--- src/rtl/sbus_reset_seq.sv ---
module sbus_reset_seq #(
  parameter int RST_CYCLES = 32,
  parameter int WIN_CYCLES = 12,
  parameter int PARK_DLY   = 2
) (
  input  logic        clk,
  input  logic        rst_n,
  input  logic        sw_req,
  output logic        sec_rst_n,
  output logic        reset_active,
  output logic        park_oe,
  output logic [31:0] ad_o,
  output logic [3:0]  cbe_o,
  output logic        par_o,
  output logic        req64_oe,
  output logic        req64_n,
  output logic        pattern_win
);
  localparam int CW = $clog2(RST_CYCLES + 1);

  logic [CW-1:0]       cnt;
  logic [PARK_DLY-1:0] dly;
  logic                active;
  logic                win;

  assign active = (cnt != '0);
  assign win    = active && (cnt <= CW'(WIN_CYCLES));

  always_ff @(posedge clk or negedge rst_n)
    if (!rst_n)      cnt <= CW'(RST_CYCLES);
    else if (sw_req) cnt <= CW'(RST_CYCLES);
    else if (active) cnt <= cnt - 1'b1;

  generate
    if (PARK_DLY == 1) begin : g_dly1
      always_ff @(posedge clk or negedge rst_n)
        if (!rst_n) dly <= '0;
        else        dly <= active;
    end else begin : g_dlyn
      always_ff @(posedge clk or negedge rst_n)
        if (!rst_n) dly <= '0;
        else        dly <= {dly[PARK_DLY-2:0], active};
    end
  endgenerate

  assign sec_rst_n    = !active;
  assign reset_active = active;
  assign park_oe      = &dly;
  assign ad_o         = '0;
  assign cbe_o        = '0;
  assign par_o        = 1'b0;
  assign req64_oe     = win;
  assign req64_n      = !win;
  assign pattern_win  = win;
endmodule


--- config.mk ---
export PLATFORM = sky130hd
export DESIGN_NAME = sbus_reset_seq
export DESIGN_NICKNAME = d
export VERILOG_FILES = /design/src/rtl/sbus_reset_seq.sv
export SDC_FILE = /design/constraint.sdc
export NUM_CORES = 1
export LEC_CHECK = 0
export BUFFER_PORTS_ARGS = -buffer_cell sky130_fd_sc_hd__buf_4
export CAP_MARGIN = 15
export CELL_PAD_IN_SITES_DETAIL_PLACEMENT = 0
export CELL_PAD_IN_SITES_GLOBAL_PLACEMENT = 1
export CORE_MARGIN = 2
export CORE_UTILIZATION = 30
export DETAILED_ROUTE_END_ITERATION = 10
export PLACE_DENSITY_LB_ADDON = 0.1
export SYNTH_ARGS = -nofsm -noshare
export SYNTH_HDL_FRONTEND = slang
export SYNTH_SLANG_ARGS = --single-unit
export TNS_END_PERCENT = 10
--- constraint.sdc ---
create_clock -name clk -period 2.7 [get_ports clk]
set_input_delay 0.54 -clock clk [delete_from_list [all_inputs] [get_ports clk]]
set_output_delay 0.54 -clock clk [all_outputs]
set_load 0.005 [all_outputs]
==> results of run 1 <==
sequential cells by signal, indices dropped and copies added (netlist names):
name / count
cnt: 6
dly: 2
how the worst max path moves through the flow:
stage / from / end
global route: cnt[2] / reset_active
detailed placement: cnt[2] / reset_active
finish: cnt[2] / reset_active
CTS: cnt[2] / reset_active
floorplan: cnt[2] / reset_active
global placement: cnt[2] / reset_active
synthesized netlist by cell type, types with 2 or more instances:
| cell type | n | area (µm²) |
|---|---|---|
| sky130_fd_sc_hd__buf_4 | 38 | 285.3 |
| sky130_fd_sc_hd__dfrtp_1 | 7 | 175.2 |
| sky130_fd_sc_hd__inv_1 | 3 | 11.26 |
| sky130_fd_sc_hd__a211oi_1 | 2 | 15.01 |
| sky130_fd_sc_hd__and2_1 | 2 | 12.51 |
| sky130_fd_sc_hd__ha_1 | 2 | 25.02 |
| sky130_fd_sc_hd__nand2_1 | 2 | 7.510 |
| sky130_fd_sc_hd__nor2_1 | 2 | 7.510 |
| sky130_fd_sc_hd__nor3_1 | 2 | 10.01 |
| sky130_fd_sc_hd__xnor2_1 | 2 | 17.52 |
cell families after synthesis:
family                     Yosys count  share of synthesized area
other                                1                   0.005391
buffers and inverters               42                     0.4316
xor gates and xnor gates             2                    0.02518
adders and majority gates            2                    0.03597
and+or+nand+nor                     14                     0.1187
AOI/OAI and AO/OA                    9                    0.09352
DFF                                  8                     0.2896
layer usage:
layer	global-route usage	wire [µm]	share of wire
met5	0	0	0
met3	0.02874	100	0.11
met1	0.08099	372	0.40
met2	0.1076	458	0.49
met4	0.06410	0	0
worst reg2reg max path, stage by stage, from the launching register on:
cell and delay, ns:
sky130_fd_sc_hd__dfrtp_1 0.45, sky130_fd_sc_hd__or4_4 0.57, sky130_fd_sc_hd__or4_1 0.40, sky130_fd_sc_hd__nand3b_1 0.09
area by class of cell:
type                            instances  area, µm²
Multi-Input combinational cell         64      329.1
Clock buffer                            4      26.28
Inverter                                3      11.26
Timing Repair Buffer                    8      60.06
Tap cell                               28      35.03
Sequential cell                         8      201.4
Fill cell                             238       1549
metrics by stage:
stage          utilization  worst slack [ns]
2_1_floorplan            -            0.8610
3_3_place_gp        0.2879            0.5832
3_5_place_dp        0.2879            0.5949
4_1_cts             0.2998            0.3162
5_1_grt             0.2998            0.1885
6_report            0.2998            0.3638
power by group:
| group | leakage, nW | switching, mW | internal [mW] |
|---|---|---|---|
| Combinational | 0.236 | 0.123 | 0.135 |
| Sequential | 0.0933 | 0.0529 | 0.170 |
| Clock | 0.0150 | 0.0410 | 0.0566 |
==> run metrics, run 1 <==
leading cell types in the layout, fill and taps excluded=sky130_fd_sc_hd__conb_1, sky130_fd_sc_hd__buf_4, sky130_fd_sc_hd__dfrtp_1, sky130_fd_sc_hd__inv_1, sky130_fd_sc_hd__clkbuf_4; IO Pins=46; P_leak=0.3447 nW; type of the tightest min-delay check=in2async; # hold bufs at CTS=0; placed wire-length estimate=736.9 µm; fmax=428.0 MHz; TritonCTS clock tree=built; clock tree buffer depth=2; required time of the critical path=2.16 ns; Yosys warning count=0; Avg Synthesized Cell Area=8.919 µm²; period utilization=0.8653; detailed-route wire length per cell=8.096 µm; post-route ant nets=0; reg-to-reg startpoint=cnt[2]; logic depth of the worst setup path including buffers=4; final hold slack=0.09455 ns; synthesis-to-finish area growth=-4.676%; all-layer global routing usage=0.07323; grt total ovfl=0; number of slew-limit violations in the final report=0; initial antenna violation count=0; final-report setup violation count=0; Cell Count, Final, Fillers Out=115; critical-path cell list=nor4_1 > and2_1 > inv_1 > buf_4; ys async rst share=1.000; share of the yosys chip area belonging to registers=0.2896; clock buffer count from CTS=3; RSZ-0062 raised after global routing=no; Pwr per Cell Area=872.5 mW/mm²; count of instances resized after the clock tree is built=0; worst voltage drop across the vdd grid=0.2412 mV; chip height=52.16 µm; Top delay family on crit path=simple AND/OR/NAND/NOR gates; number of placement rows=17; initial core utilization=0.3145; total negative slack=0 ns; vias=425; detailed-route vias per instance=3.696; number of global-route vias before repair=320; DRC violations left=0; Arrival @ worst endpoint=1.80 ns; number of buffers and inverters on the critical path=2; clock tree root buffer cell=sky130_fd_sc_hd__clkbuf_4; area post-placement=636.9 µm²; number of detailed-routing iterations run before antenna repair=4; number of enable flip-flop cells after synthesis=0; Layout Nets=93; Critical Path End Type=output port; Antenna Diode Count=0; weighted congestion reported at the end of routability-driven placement=0.6950; Register-to-Register Setup Slack=1.13 ns; share of cells above drive strength 1=0.1494; worst-skew pair later-pin latency=0.25 ns; worst-case clock skew=0.001508 ns; outcome=finished, final reports clean; gate count of the mapped netlist=78; post-layout total power=0.5786 mW; post-synthesis register bit count=8; Crit Path Category=reg2out; number of failing hold endpoints at the final stage=0; number of levels in the clock H-tree=1; count of clock tree sinks=8; master of the slowest instance on the critical path=sky130_fd_sc_hd__nor4_1; pin count of the biggest net entering global routing=9; max-cap violations=0; Synth Flop Type=sky130_fd_sc_hd__dfrtp_1; Critical Path Max Stage Delay=0.53 ns; global-route wire length before repair=1.380 mm; Reg2Reg Capture Point=cnt[5]; transition time at the pin with the least slew margin=0.5344 ns; worst slew margin relative to its limit=0.6404; area inside the core boundary=0.002212 mm²; combined area of all synthesized cells=695.7 µm²; cell area after layout=663.1 µm²; Setup crit start kind=flop; Cell variety after synth=26; die footprint=0.002720 mm²; number of cells on the worst reg-to-reg path=3; final period demand of the worst path=2.336 ns; CP max FO=7; drt total wl=931 µm; number of post-CTS setup repair buffers=0; number of I/O port buffers=8; count of routing violations after the opening detailed-route iteration=5; total instance count after detailed placement=111; clock-pin slew on the worst setup and hold paths=0.06 ns; die boundary width=52.16 µm; most common cell after layout, fill and taps aside=sky130_fd_sc_hd__conb_1
No activity file was read; power rests on OpenSTA's default activity.
==> run 2, diff against run 1 <==
- CORE_MARGIN: 2 -> 1
==> run metrics, run 2 (synthesized netlist as in run 1, its figures left out) <==
outcome=finished, final reports clean; chip height=50.16 µm; number of levels in the clock H-tree=1; clock buffer count from CTS=3; Setup crit start kind=flop; RSZ-0062 raised after global routing=no; worst-skew pair later-pin latency=0.26 ns; IO Pins=46; drt total wl=949 µm; number of slew-limit violations in the final report=0; pin count of the biggest net entering global routing=9; initial core utilization=0.3175; type of the tightest min-delay check=in2async; global-route wire length before repair=1.524 mm; final-report setup violation count=0; P_leak=0.3447 nW; register with the highest flop count=cnt; worst-case clock skew=0.003007 ns; transition time at the pin with the least slew margin=0.5319 ns; total negative slack=0 ns; count of routing violations after the opening detailed-route iteration=6; CP max FO=7; final hold slack=0.08684 ns; worst slew margin relative to its limit=0.6421; count of clock tree sinks=8; share of cells above drive strength 1=0.1494; vias=421; Arrival @ worst endpoint=1.80 ns; weighted congestion reported at the end of routability-driven placement=0.7040; die boundary width=50.16 µm; clock tree root buffer cell=sky130_fd_sc_hd__clkbuf_4; TritonCTS clock tree=built; required time of the critical path=2.16 ns; flip-flop count of the largest register after layout=6; number of cells on the worst reg-to-reg path=3; clock tree buffer depth=2; detailed-route wire length per cell=8.252 µm; initial antenna violation count=0; area inside the core boundary=0.002191 mm²; period utilization=0.8673; synthesis-to-finish area growth=-4.676%; worst voltage drop across the vdd grid=0.2372 mV; Layout Nets=93; # hold bufs at CTS=0; reg-to-reg startpoint=cnt[2]; placed wire-length estimate=714.3 µm; Critical Path End Type=output port; max-cap violations=0; number of post-CTS setup repair buffers=0; Reg2Reg Capture Point=cnt[5]; post-route ant nets=0; number of detailed-routing iterations run before antenna repair=4; die footprint=0.002516 mm²; Register-to-Register Setup Slack=1.13 ns; number of I/O port buffers=8; leading cell types in the layout, fill and taps excluded=sky130_fd_sc_hd__conb_1, sky130_fd_sc_hd__buf_4, sky130_fd_sc_hd__dfrtp_1, sky130_fd_sc_hd__inv_1, sky130_fd_sc_hd__clkbuf_4; number of failing hold endpoints at the final stage=0; detailed-route vias per instance=3.661; count of instances resized after the clock tree is built=0; Largest regs=cnt (6), dly (2); Crit Path Category=reg2out; fmax=427.1 MHz; most common cell after layout, fill and taps aside=sky130_fd_sc_hd__conb_1; final period demand of the worst path=2.342 ns; grt total ovfl=0; Antenna Diode Count=0; number of global-route vias before repair=329; DRC violations left=0; all-layer global routing usage=0.08408; number of placement rows=17; clock-pin slew on the worst setup and hold paths=0.06 ns; Pwr per Cell Area=885.3 mW/mm²
==> run 2: cell counts in the layout (fill, tap and decap cells not counted) <==
Identical to the previous run, type by type.
==> run 2: area by class of cell <==
class | instances | area, µm²
clock buffer | 4 | 26.28
fill | 234 | 1528
inverter | 3 | 11.26
multi-input combinational | 64 | 329.1
sequential | 8 | 201.4
tap | 28 | 35.03
timing repair buffer | 8 | 60.06
==> run 2: power breakdown <==
group | internal [mW] | switching, mW
Clock | 0.0570 | 0.0468
Combinational | 0.135 | 0.125
Sequential | 0.170 | 0.0526
==> run 2: how the worst max path moves through the flow <==
stage | start | to | slack [ns]
final | cnt[2] | reset_active | 0.36
after global placement | cnt[4] | reset_active | 0.69
after CTS | cnt[2] | reset_active | 0.33
after floorplan | cnt[2] | reset_active | 0.86
after global routing | cnt[2] | reset_active | 0.20
after detailed placement | cnt[2] | reset_active | 0.64
==> run 2: worst max-delay path, cell delays in order (launching register included) <==
cell and delay, ns:
sky130_fd_sc_hd__dfrtp_1 0.45, sky130_fd_sc_hd__nor4_1 0.52, sky130_fd_sc_hd__and2_1 0.34, sky130_fd_sc_hd__inv_1 0.08, sky130_fd_sc_hd__buf_4 0.14
==> run 2: layer usage <==
layer | share of wire | GRT usage
met1 | 0.44 | 0.1041
met2 | 0.47 | 0.1200
met3 | 0.083 | 0.02121
met4 | 0.0084 | 0.07143
met5 | 0 | 0
==> run 2: through the flow <==
step | area [µm²] | worst slack [ns] | power (mW) | utilization | instances
CTS | 663.1 | 0.3326 | 0.5961 | 0.3027 | 115
global placement | 636.9 | 0.6908 | 0.4929 | 0.2907 | 111
floorplan | 830.8 | 0.8610 | 0.4416 | - | 114
global route | 663.1 | 0.1954 | 0.6476 | 0.3027 | 115
detailed placement | 636.9 | 0.6350 | 0.4854 | 0.2907 | 111
finish | 663.1 | 0.3584 | 0.5871 | 0.3027 | 115
==> run 3, diff against run 2 <==
- clock period: 2.7 -> 3.03 ns (I/O delays scaled with it)
==> run metrics, run 3 (synthesized netlist as in run 1, its figures left out) <==
CP max FO=7; number of post-CTS setup repair buffers=0; number of levels in the clock H-tree=1; master of the slowest instance on the critical path=sky130_fd_sc_hd__nor4_1; required time of the critical path=2.42 ns; total negative slack=0 ns; FILL cells=235; total instance count after detailed placement=111; metal2 WL=400 µm; portion of total power attributed to the clock network=0.167; cell-internal power=0.3225 mW; count of routing violations after the opening detailed-route iteration=4; Layout Nets=93; count of instances resized after the clock tree is built=0; count of clock tree sinks=8; period utilization=0.8148; worst voltage drop across the vdd grid=0.2912 mV; leading cell types in the layout, fill and taps excluded=sky130_fd_sc_hd__conb_1, sky130_fd_sc_hd__buf_4, sky130_fd_sc_hd__dfrtp_1, sky130_fd_sc_hd__inv_1, sky130_fd_sc_hd__clkbuf_4; number of placement rows=17; max-cap violations=0; total net switching power=0.1937 mW; Top delay family on crit path=simple AND/OR/NAND/NOR gates; clock buffer count from CTS=3; switching power share of the total=0.3752; # hold bufs at CTS=0; power share of the combinational group=0.450; die footprint=0.002516 mm²; transition time at the pin with the least slew margin=0.6167 ns; area occupied by registers=201.4 µm²; number of detailed-routing iterations run before antenna repair=4; area inside the core boundary=0.002191 mm²; share of cells above drive strength 1=0.1494; worst-case clock skew=0.0001748 ns; number of buffers and inverters on the critical path=2; pin count of the biggest net entering global routing=9; all-layer global routing usage=0.08801; global-route wire length before repair=1.621 mm; initial antenna violation count=0; clock tree buffer depth=2; combined area of the multi-input logic cells=329.1 µm²; DRC violations left=0; Crit Path Category=reg2out; worst slew margin relative to its limit=0.5851; sequential power share=0.383; Critical Path Max Stage Delay=0.59 ns; final period demand of the worst path=2.469 ns; final-report setup violation count=0; worst-skew pair later-pin latency=0.25 ns; Antenna Diode Count=0; drt total wl=883 µm; Reg2Reg Capture Point=cnt[1]; Pwr per Cell Area=778.4 mW/mm²; RSZ-0062 raised after global routing=no; number of global-route vias before repair=363; top routing layer in use=met4; Critical Path End Type=output port; detailed-route vias per instance=3.670; outcome=finished, final reports clean; placed wire-length estimate=712.2 µm; reg-to-reg startpoint=cnt[2]; Setup crit start kind=flop; detailed-route wire length per cell=7.678 µm; weighted congestion reported at the end of routability-driven placement=0.7532; Arrival @ worst endpoint=1.86 ns; clock tree root buffer cell=sky130_fd_sc_hd__clkbuf_4; critical-path cell list=nor4_1 > and2_1 > inv_1 > buf_4; number of cells on the worst reg-to-reg path=3; number of I/O port buffers=8; fmax=405.0 MHz; grt total ovfl=0; IO Pins=46; number of slew-limit violations in the final report=0; chip height=50.16 µm; synthesis-to-finish area growth=-4.676%; type of the tightest min-delay check=in2async; Met3 Wirelength=109 µm; die boundary width=50.16 µm; Register-to-Register Setup Slack=1.41 ns; number of failing hold endpoints at the final stage=0; vias=422; flip-flop count of the largest register after layout=6; DRT met1 WL=367 µm; P_leak=0.3447 nW; Cell Count, Final, Fillers Out=115; register with the highest flop count=cnt; most common cell after layout, fill and taps aside=sky130_fd_sc_hd__conb_1; initial core utilization=0.3175; TritonCTS clock tree=built; clock-pin slew on the worst setup and hold paths=0.05 ns; Largest regs=cnt (6), dly (2); post-route ant nets=0
-- run 3: cell counts in the layout (fill, tap and decap cells not counted) --
Identical to the previous run, type by type.
-- run 3: worst max-delay path by stage --
stage	end	cells past startpoint	slack, ns	from
2_1_floorplan	reset_active	4	1.12	cnt[2]
3_3_place_gp	reset_active	4	0.76	cnt[2]
3_5_place_dp	reset_active	4	0.84	cnt[2]
4_1_cts	reset_active	4	0.55	cnt[2]
5_1_grt	reset_active	4	0.41	cnt[2]
6_report	reset_active	4	0.56	cnt[2]
-- run 3: metal layers --
metal,global-route usage,vias to the layer above
met5,0,-
met4,0.02857,0
met3,0.05455,2
met2,0.1289,28
met1,0.1045,194
li1,-,198
-- run 3: power by group through the flow --
stage | clock network [mW] | registers [mW] | logic (mW)
2_1_floorplan | 0 | 0.187 | 0.207
3_5_place_dp | 0 | 0.197 | 0.234
4_1_cts | 0.0912 | 0.198 | 0.234
3_3_place_gp | 0 | 0.200 | 0.239
5_1_grt | 0.0996 | 0.207 | 0.267
6_report | 0.0862 | 0.198 | 0.232
-- run 3: layout make-up --
| type | instances | share of cell area |
|---|---|---|
| tap | 28 | 0.05283 |
| inverter | 3 | 0.01698 |
| sequential | 8 | 0.3038 |
| timing repair buffer | 8 | 0.09057 |
| multi-input combinational | 64 | 0.4962 |
| clock buffer | 4 | 0.03962 |
-- run 3: worst register-to-register path: cells and delay by family, from the launching register on --
kind | cells | cell delay, ns
simple gates | 2 | 0.93
compound gates | 1 | 0.11
flops | 1 | 0.46
-- run 3: through the flow --
step / power [mW] / util / hold WS (ns) / setup slack, ns / cell area, µm²
finish: 0.5162 / 0.3027 / 0.1606 / 0.5611 / 663.1
global route: 0.5739 / 0.3027 / 0.1483 / 0.4119 / 663.1
CTS: 0.5232 / 0.3027 / 0.1543 / 0.5476 / 663.1
detailed placement: 0.4319 / 0.2907 / 0.3637 / 0.8431 / 636.9
global placement: 0.4385 / 0.2907 / 0.3759 / 0.7570 / 636.9
floorplan: 0.3935 / - / 0.3104 / 1.125 / 830.8
